### src/rtl/stb_pkg.sv
package stb_pkg;
  localparam int STB_CNT_W  = 5;
  localparam int STB_ON_W   = 4;
  localparam int STB_AAD_W  = 3;

  typedef enum logic {
    SEQ_IDLE = 1'b0,
    SEQ_RUN  = 1'b1
  } seq_state_e;
endpackage

### src/rtl/stb_window.sv
module stb_window #(
  parameter int CNT_W = stb_pkg::STB_CNT_W
) (
  input  logic             en_i,
  input  logic [CNT_W-1:0] tick_i,
  input  logic [CNT_W-1:0] on_i,
  input  logic [CNT_W-1:0] off_i,
  output logic             hit_o
);
  logic past_on;
  logic before_off;

  always_comb begin
    past_on    = (tick_i >= on_i);
    before_off = (tick_i < off_i);
    hit_o      = en_i && past_on && before_off;
  end
endmodule

### src/rtl/stb_seq.sv
module stb_seq
  import stb_pkg::*;
#(
  parameter int CNT_W = STB_CNT_W
) (
  input  logic             clk,
  input  logic             rst,
  input  logic             start_i,
  input  logic [CNT_W-1:0] cycle_i,
  output logic             accept_o,
  output logic             busy_q_o,
  output logic             busy_nx_o,
  output logic [CNT_W-1:0] tick_nx_o,
  output logic             done_o
);
  seq_state_e       st_q, st_nx;
  logic [CNT_W-1:0] tick_q, tick_nx;
  logic [CNT_W-1:0] last_q, last_nx;
  logic             done_q, done_nx;
  logic             accept;

  always_comb begin
    st_nx   = st_q;
    tick_nx = tick_q;
    last_nx = last_q;
    done_nx = 1'b0;
    accept  = 1'b0;
    case (st_q)
      SEQ_IDLE: begin
        if (start_i) begin
          accept  = 1'b1;
          st_nx   = SEQ_RUN;
          tick_nx = '0;
          last_nx = cycle_i;
        end
      end
      default: begin
        if (tick_q == last_q) begin
          st_nx   = SEQ_IDLE;
          done_nx = 1'b1;
        end else begin
          tick_nx = tick_q + 1'b1;
        end
      end
    endcase
  end

  always_ff @(posedge clk) begin
    if (rst) begin
      st_q   <= SEQ_IDLE;
      tick_q <= '0;
      last_q <= '0;
      done_q <= 1'b0;
    end else begin
      st_q   <= st_nx;
      tick_q <= tick_nx;
      last_q <= last_nx;
      done_q <= done_nx;
    end
  end

  assign accept_o  = accept;
  assign busy_q_o  = (st_q == SEQ_RUN);
  assign busy_nx_o = (st_nx == SEQ_RUN);
  assign tick_nx_o = tick_nx;
  assign done_o    = done_q;

  a_r2_tick_advances: assert property (@(posedge clk) disable iff (rst)
    (st_q == SEQ_RUN && tick_q != last_q) |=> (tick_q == $past(tick_q) + 1'b1));
  a_r2_tick_bounded: assert property (@(posedge clk) disable iff (rst)
    (st_q == SEQ_RUN) |-> (tick_q <= last_q));
  a_r2_done_single: assert property (@(posedge clk) disable iff (rst)
    done_q |=> !done_q);
  a_r9_start_ignored: assert property (@(posedge clk) disable iff (rst)
    (st_q == SEQ_RUN && tick_q != last_q && start_i) |=> (tick_q != '0));
endmodule

### src/rtl/stb_lane.sv
module stb_lane #(
  parameter int CNT_W = stb_pkg::STB_CNT_W,
  parameter int NWIN  = 1
) (
  input  logic                       clk,
  input  logic                       rst,
  input  logic                       busy_q_i,
  input  logic                       busy_nx_i,
  input  logic [CNT_W-1:0]           tick_nx_i,
  input  logic [NWIN-1:0]            win_en_i,
  input  logic [NWIN-1:0][CNT_W-1:0] on_i,
  input  logic [NWIN-1:0][CNT_W-1:0] off_i,
  input  logic                       half_i,
  output logic                       rise_n_o,
  output logic                       strobe_n_o
);
  logic [NWIN-1:0] hit;
  logic            low_nx;
  logic            rise_n_q;
  logic            fall_n_q;

  for (genvar w = 0; w < NWIN; w++) begin : g_win
    stb_window #(.CNT_W(CNT_W)) u_win (
      .en_i  (win_en_i[w]),
      .tick_i(tick_nx_i),
      .on_i  (on_i[w]),
      .off_i (off_i[w]),
      .hit_o (hit[w])
    );
  end

  assign low_nx = busy_nx_i && (|hit);

  always_ff @(posedge clk) begin
    if (rst) rise_n_q <= 1'b1;
    else     rise_n_q <= ~low_nx;
  end

  always_ff @(negedge clk) begin
    if (rst) fall_n_q <= 1'b1;
    else     fall_n_q <= rise_n_q;
  end

  assign rise_n_o   = rise_n_q;
  assign strobe_n_o = half_i ? fall_n_q : rise_n_q;

  a_r1_idle_high: assert property (@(posedge clk) disable iff (rst)
    !busy_q_i |-> rise_n_q);
  a_r7_fall_tracks_rise: assert property (@(posedge clk) disable iff (rst)
    fall_n_q == rise_n_q);
endmodule

### src/rtl/strobe_timing_gen.sv
module strobe_timing_gen
  import stb_pkg::*;
#(
  parameter int CNT_W = STB_CNT_W,
  parameter int ON_W  = STB_ON_W,
  parameter int AAD_W = STB_AAD_W
) (
  input  logic             clk,
  input  logic             rst,
  input  logic             start_i,
  input  logic             wr_i,
  input  logic             aad_mode_i,
  input  logic [CNT_W-1:0] cs_on_i,
  input  logic [CNT_W-1:0] cs_rd_off_i,
  input  logic [CNT_W-1:0] cs_wr_off_i,
  input  logic             cs_half_i,
  input  logic [ON_W-1:0]  adv_on_i,
  input  logic [CNT_W-1:0] adv_rd_off_i,
  input  logic [CNT_W-1:0] adv_wr_off_i,
  input  logic             adv_half_i,
  input  logic [AAD_W-1:0] aad_on_i,
  input  logic [AAD_W-1:0] aad_rd_off_i,
  input  logic [AAD_W-1:0] aad_wr_off_i,
  input  logic [CNT_W-1:0] rd_cycle_i,
  input  logic [CNT_W-1:0] wr_cycle_i,
  output logic             cs_n_o,
  output logic             adv_n_o,
  output logic             done_o,
  output logic             cfg_err_o
);
  localparam int ADV_WIN = 2;

  logic             accept, busy_q, busy_nx;
  logic [CNT_W-1:0] tick_nx;
  logic [CNT_W-1:0] cycle_sel;

  logic [CNT_W-1:0] sel_cs_off, sel_adv_off, sel_aad_off;
  logic [CNT_W-1:0] in_adv_on, in_aad_on;
  logic             in_err;

  logic [CNT_W-1:0] cs_on_q, cs_off_q, adv_on_q, adv_off_q, aad_on_q, aad_off_q;
  logic             cs_half_q, adv_half_q, aad_q, err_q;

  logic [CNT_W-1:0] cs_on_nx, cs_off_nx, adv_on_nx, adv_off_nx, aad_on_nx, aad_off_nx;
  logic             aad_nx;

  logic [0:0][CNT_W-1:0]         cs_on_v, cs_off_v;
  logic [ADV_WIN-1:0][CNT_W-1:0] adv_on_v, adv_off_v;
  logic [ADV_WIN-1:0]            adv_en_v;
  logic                          cs_rise_n, adv_rise_n;
  logic                          cs_half_sel, adv_half_sel;

  always_comb begin
    cycle_sel   = wr_i ? wr_cycle_i : rd_cycle_i;
    sel_cs_off  = wr_i ? cs_wr_off_i : cs_rd_off_i;
    sel_adv_off = wr_i ? adv_wr_off_i : adv_rd_off_i;
    sel_aad_off = CNT_W'(wr_i ? aad_wr_off_i : aad_rd_off_i);
    in_adv_on   = CNT_W'(adv_on_i);
    in_aad_on   = CNT_W'(aad_on_i);
    in_err      = aad_mode_i && (sel_aad_off > sel_adv_off);
  end

  stb_seq #(.CNT_W(CNT_W)) u_seq (
    .clk      (clk),
    .rst      (rst),
    .start_i  (start_i),
    .cycle_i  (cycle_sel),
    .accept_o (accept),
    .busy_q_o (busy_q),
    .busy_nx_o(busy_nx),
    .tick_nx_o(tick_nx),
    .done_o   (done_o)
  );

  always_comb begin
    cs_on_nx   = accept ? cs_on_i     : cs_on_q;
    cs_off_nx  = accept ? sel_cs_off  : cs_off_q;
    adv_on_nx  = accept ? in_adv_on   : adv_on_q;
    adv_off_nx = accept ? sel_adv_off : adv_off_q;
    aad_on_nx  = accept ? in_aad_on   : aad_on_q;
    aad_off_nx = accept ? sel_aad_off : aad_off_q;
    aad_nx     = accept ? aad_mode_i  : aad_q;
  end

  always_ff @(posedge clk) begin
    if (rst) begin
      cs_on_q    <= '0;
      cs_off_q   <= '0;
      adv_on_q   <= '0;
      adv_off_q  <= '0;
      aad_on_q   <= '0;
      aad_off_q  <= '0;
      aad_q      <= 1'b0;
      cs_half_q  <= 1'b0;
      adv_half_q <= 1'b0;
      err_q      <= 1'b0;
    end else begin
      cs_on_q   <= cs_on_nx;
      cs_off_q  <= cs_off_nx;
      adv_on_q  <= adv_on_nx;
      adv_off_q <= adv_off_nx;
      aad_on_q  <= aad_on_nx;
      aad_off_q <= aad_off_nx;
      aad_q     <= aad_nx;
      if (accept) begin
        cs_half_q  <= cs_half_i;
        adv_half_q <= adv_half_i;
        err_q      <= in_err;
      end
    end
  end

  assign cs_on_v[0]   = cs_on_nx;
  assign cs_off_v[0]  = cs_off_nx;
  assign adv_on_v[0]  = adv_on_nx;
  assign adv_off_v[0] = adv_off_nx;
  assign adv_en_v[0]  = 1'b1;
  assign adv_on_v[1]  = aad_on_nx;
  assign adv_off_v[1] = aad_off_nx;
  assign adv_en_v[1]  = aad_nx;

  assign cs_half_sel  = cs_half_q;
  assign adv_half_sel = adv_half_q;

  stb_lane #(.CNT_W(CNT_W), .NWIN(1)) u_cs_lane (
    .clk       (clk),
    .rst       (rst),
    .busy_q_i  (busy_q),
    .busy_nx_i (busy_nx),
    .tick_nx_i (tick_nx),
    .win_en_i  (1'b1),
    .on_i      (cs_on_v),
    .off_i     (cs_off_v),
    .half_i    (cs_half_sel),
    .rise_n_o  (cs_rise_n),
    .strobe_n_o(cs_n_o)
  );

  stb_lane #(.CNT_W(CNT_W), .NWIN(ADV_WIN)) u_adv_lane (
    .clk       (clk),
    .rst       (rst),
    .busy_q_i  (busy_q),
    .busy_nx_i (busy_nx),
    .tick_nx_i (tick_nx),
    .win_en_i  (adv_en_v),
    .on_i      (adv_on_v),
    .off_i     (adv_off_v),
    .half_i    (adv_half_sel),
    .rise_n_o  (adv_rise_n),
    .strobe_n_o(adv_n_o)
  );

  assign cfg_err_o = err_q;

  a_r2_done_strobes_high: assert property (@(posedge clk) disable iff (rst)
    done_o |-> (cs_rise_n && adv_rise_n));
  a_r8_err_needs_mux: assert property (@(posedge clk) disable iff (rst)
    cfg_err_o |-> aad_q);
  a_r9_setup_held: assert property (@(posedge clk) disable iff (rst)
    (busy_q && $past(busy_q)) |-> $stable(cs_off_q) && $stable(adv_off_q));
endmodule

### config.mk
export PLATFORM = sky130hd
export DESIGN_NAME = strobe_timing_gen
export DESIGN_NICKNAME = d
export VERILOG_FILES = /design/src/rtl/stb_pkg.sv /design/src/rtl/stb_window.sv /design/src/rtl/stb_seq.sv /design/src/rtl/stb_lane.sv /design/src/rtl/strobe_timing_gen.sv
export SDC_FILE = /design/constraint.sdc
export NUM_CORES = 1
export LEC_CHECK = 0
export CORE_UTILIZATION = 60
export DETAILED_ROUTE_END_ITERATION = 6
export DONT_BUFFER_PORTS = 1
export PLACE_DENSITY_LB_ADDON = 0.08
export SETUP_SLACK_MARGIN = 0.1
export SLEW_MARGIN = 25
export SYNTH_ARGS = -nofsm -noshare
export SYNTH_HDL_FRONTEND = slang
export SYNTH_HIERARCHICAL = 1
export SYNTH_SLANG_ARGS = --single-unit
### constraint.sdc
create_clock -name clk -period 4.3 [get_ports clk]
set_input_delay 0.645 -clock clk [delete_from_list [all_inputs] [get_ports clk]]
set_output_delay 0.645 -clock clk [all_outputs]
set_load 0.01 [all_outputs]
## Word-level counts from Yosys, hierarchy flattened

Index checks and enable logic that the tools add are counted.

| storage, ports and cells | value |
|---|---|
| bits in registers | 50 |
| logic and storage cells | 61 |

| operators by class | value |
|---|---|
| add/sub/neg operators | 1 |
| order comparisons | 7 |
| eq/ne operators | 1 |
| multiplexer cells | 21 |
| bitwise operators | 3 |
| reductions and logical operators | 10 |

Operators with widths:

| operator | number |
|---|---|
| two-way mux 5 bit | 12 |
| >= comparator 5 bit | 3 |
| less-than comparator 5 bit | 3 |
| two-way mux 1 bit | 8 |
| logical AND 1 bit | 7 |
| adder 5 x 1 -> 5 bit (second input constant) | 1 |
| == test 5 bit | 1 |
| > comparator 3 x 5 -> 1 bit | 1 |
| OR reduction 2 bit | 2 |
| two-way mux 3 bit | 1 |
| inverter 1 bit | 3 |
| AND reduction 2 bit | 1 |

## Logic depth before layout (Yosys ltp)

| depth | value |
|---|---|
| depth in word-level cells | 9 |
| mapped depth | 13 |
| mapped depth without buffers | 12 |

## By module

The synthesis kept the hierarchy.

By module, submodules not included:

| module | times used | cells each | area an instance (um2) |
|---|---|---|---|
| strobe_timing_gen | 1 | 160 | 1,577.8 |
| stb_window | 3 | 32 | 232.7 |
| stb_seq | 1 | 69 | 576.8 |
| stb_lane at u_adv_lane | 1 | 7 | 76.3 |
| stb_lane at u_cs_lane | 1 | 6 | 72.6 |

==> results.md <==
- Status: completed
- TritonRoute pass-1 iters: 4
- Hpwl dp: 3.799 mm
- GRT Util Overall: 0.2099
- Fin Setup TNS: 0 ns
- Total CTS buffers: 5
- Clock latency on the worst-skew pair: 0.35 ns
- Final Hold Fails: 0
- Die footprint: 0.005290 sq mm
- Clk root buf: clkbuf_8
- Vias in the first global route: 1917
- RSZ-0062 raised after global routing: no
- Met2 Usage GRT: 0.3437
- Post-Syn Area: around 0.003 sq mm
- Arrival @ worst endpoint: 3.06 ns
- Hold Path Class: input pin to register
- Largest net degree at the start of global routing: 48
- Critical Path, Cell by Cell: mux2_4
- Final instance area: 0.003162 sq mm
- Util after Layout: 0.6650
- Worst Path Max Fanout: 1
- CTS tree: yes
- Routability cong.: between 0.7 and 0.8
- Average cell area after synthesis: approximately 8.9 sq um
- Nets: approximately 420
- Peak supply drop: 206.7 uV
- Top-count cell post-synth: dfxtp_1
- 1st-iter DRT viols: 84
- Fin cells: roughly 400
- Most frequent cells after synthesis: dfxtp_1 (50), inv_1 (36), nor2b_1 (35)
- Synth top area share: 0.3335
- Hold_buf cts: 0
- Synth Instances: 338
- Yosys warnings: 6
- Critical path class: register to primary output
- Initial Utilization: 0.6313
- Routed WL: about 5.2 mm
- Yosys reg bits: 50
- Cell Area, Placed: 0.003024 sq mm
- CP required: 3.65 ns
- CTS H-Tree Depth: 2
- Port buffer count: 0
- Largest delay share family, worst path: flip-flops
- Synthesis-to-finish area growth: 5.335%
- Global Route met1 Usage: 0.2792
- Worst stage delay on the critical path: 0.29 ns
- Std-Cell Rows: 25
- Resized Gates After CTS: 0
- Via density per instance: 5.251
- Placed cell count: approximately 400
- Final clock skew: 0.05195 ns
- Seq/Total Area, Yosys: 0.3335
- Die W: 72.73 microns
- First-pass GRT wire length: around 8.5 mm
- Worst path buffer plus inverter count: 0
- Routed Antenna Nets: 0
- Final setup vio count: 0
- Slew margin rel.: 0.4513
- Routed WL per cell: roughly 13 microns
- Worst setup SP type: register
- Longest Clk Path Bufs: 2
- Area leader, netlist: dfxtp_1
- Clock-pin slew on the worst setup and hold paths: roughly 0.09 ns
- Synth area leaders: dfxtp_1 (33%), ha_1 (13%), nor2b_1 (7.3%)
- LEAKAGE: 0.001424 uW
- CP Capture Type: primary output
- Via count: 2116
- Worst-margin pin slew: 0.8001 ns
- Die Y: 72.73 microns
- PwrDens: around 360 mW/mm^2
- Most used flip-flop cell after synthesis: dfxtp_1
- Max_cap viols: 0
- Postcts setup bufs: 0
- TritonCTS Sinks: 50
- Gr busiest metal: met2
- # IOs: between 50 and 60
- Total Power: about 1100 uW
- Fraction of layout instances using a drive strength above 1: 0.1369
- Drt drc: 0
- ANT cells: 0
- Ys async rst share: 0
- Distinct cells, synth: 45
- Critical Path Slowest Stage Cell: dfxtp_1
- Core area: approximately 0.0048 sq mm
- EDFF count, synth: 0
- Initial antenna violation count: 0
- Max Slew Vio Count: 0
- Grt met3 use: 0.04972
- Overflow left after global routing: 0
## state kept, by name, summed over array words and instances (netlist names), 5 cells and up
name / flops
aad_off_q: 5
aad_on_q: 5
adv_off_q: 5
adv_on_q: 5
cs_off_q: 5
cs_on_q: 5
u_seq/last_q: 5
u_seq/tick_q: 5
## worst paths after layout
check / from / end / cells after the start / slack, ns
worst max-delay path: u_adv_lane/fall_n_q / adv_n_o / 1 / 0.60
worst min-delay path: rst / u_seq/last_q[4] / 1 / 0.40
worst max register to register: u_seq/tick_q[0] / u_adv_lane/rise_n_o / 11 / 1.43
worst min register to register: u_seq/last_q[3] / u_seq/last_q[3] / 2 / 0.47
## kinds of logic after synthesis
kind of cell / count (synthesis) / share of synthesized area
mux: 36 / 0.1305
fa+ha+maj: 31 / 0.1292
xor+xnor: 5 / 0.01459
compound gates: 52 / 0.1101
buf+inv: 50 / 0.07169
simple gates: 113 / 0.2093
flops: 50 / 0.3335
other cells: 1 / 0.001249
## report_power, final
part	switching [uW]	total (uW)	internal, uW	leakage (uW)
clock network	164	399	235	0.0000790
logic	123	232	109	0.000935
registers	14.0	507	493	0.000410
total	300	1140	838	0.00142
## area by class of cell
cell class                      instances  area, sq um
Inverter                               36        135.1
Clock buffer                            5        68.82
Clock inverter                          5        76.32
Tap cell                               67        83.83
Multi-Input combinational cell        239         1789
Fill cell                             425         1593
Sequential cell                        50         1001
Timing Repair Buffer                    1        7.507
## stage by stage
step | setup WS [ns] | hold slack, ns
after floorplan | 0.9692 | 0.4481
after global placement | 0.9655 | 0.4561
after detailed placement | 0.9583 | 0.4603
after CTS | 0.5854 | 0.3865
after global routing | 0.5513 | 0.3829
final | 0.5994 | 0.4049
## cells in the final DEF, fill, tap and decap left out, types with 2 or more instances in the layout
| cell | instances |
|---|---|
| dfxtp_1 | 50 |
| inv_1 | 36 |
| nor2b_1 | 35 |
| ha_1 | 31 |
| a21oi_1 | 29 |
| nand2_1 | 25 |
| nor2_1 | 20 |
| mux2i_1 | 17 |
| mux2_2 | 17 |
| a21oi_2 | 6 |
| nand3_1 | 6 |
| o21ai_1 | 5 |
| clkbuf_8 | 5 |
| xor2_1 | 5 |
| nand3b_1 | 4 |
| nand2b_1 | 4 |
| and2_1 | 4 |
| nor2b_4 | 3 |
| a211oi_2 | 3 |
| bufinv_16 | 2 |
| or2_2 | 2 |
| mux2_4 | 2 |
| conb_1 | 2 |
| inv_2 | 2 |
| nand4_1 | 2 |
## metal layers
layer | routed length (microns) | share of wire
met4 | 16 | 0.0030
met5 | 0 | 0
met2 | 2441 | 0.47
met1 | 2584 | 0.49
met3 | 207 | 0.039
Note: power is estimated with default switching activity, not from simulation.
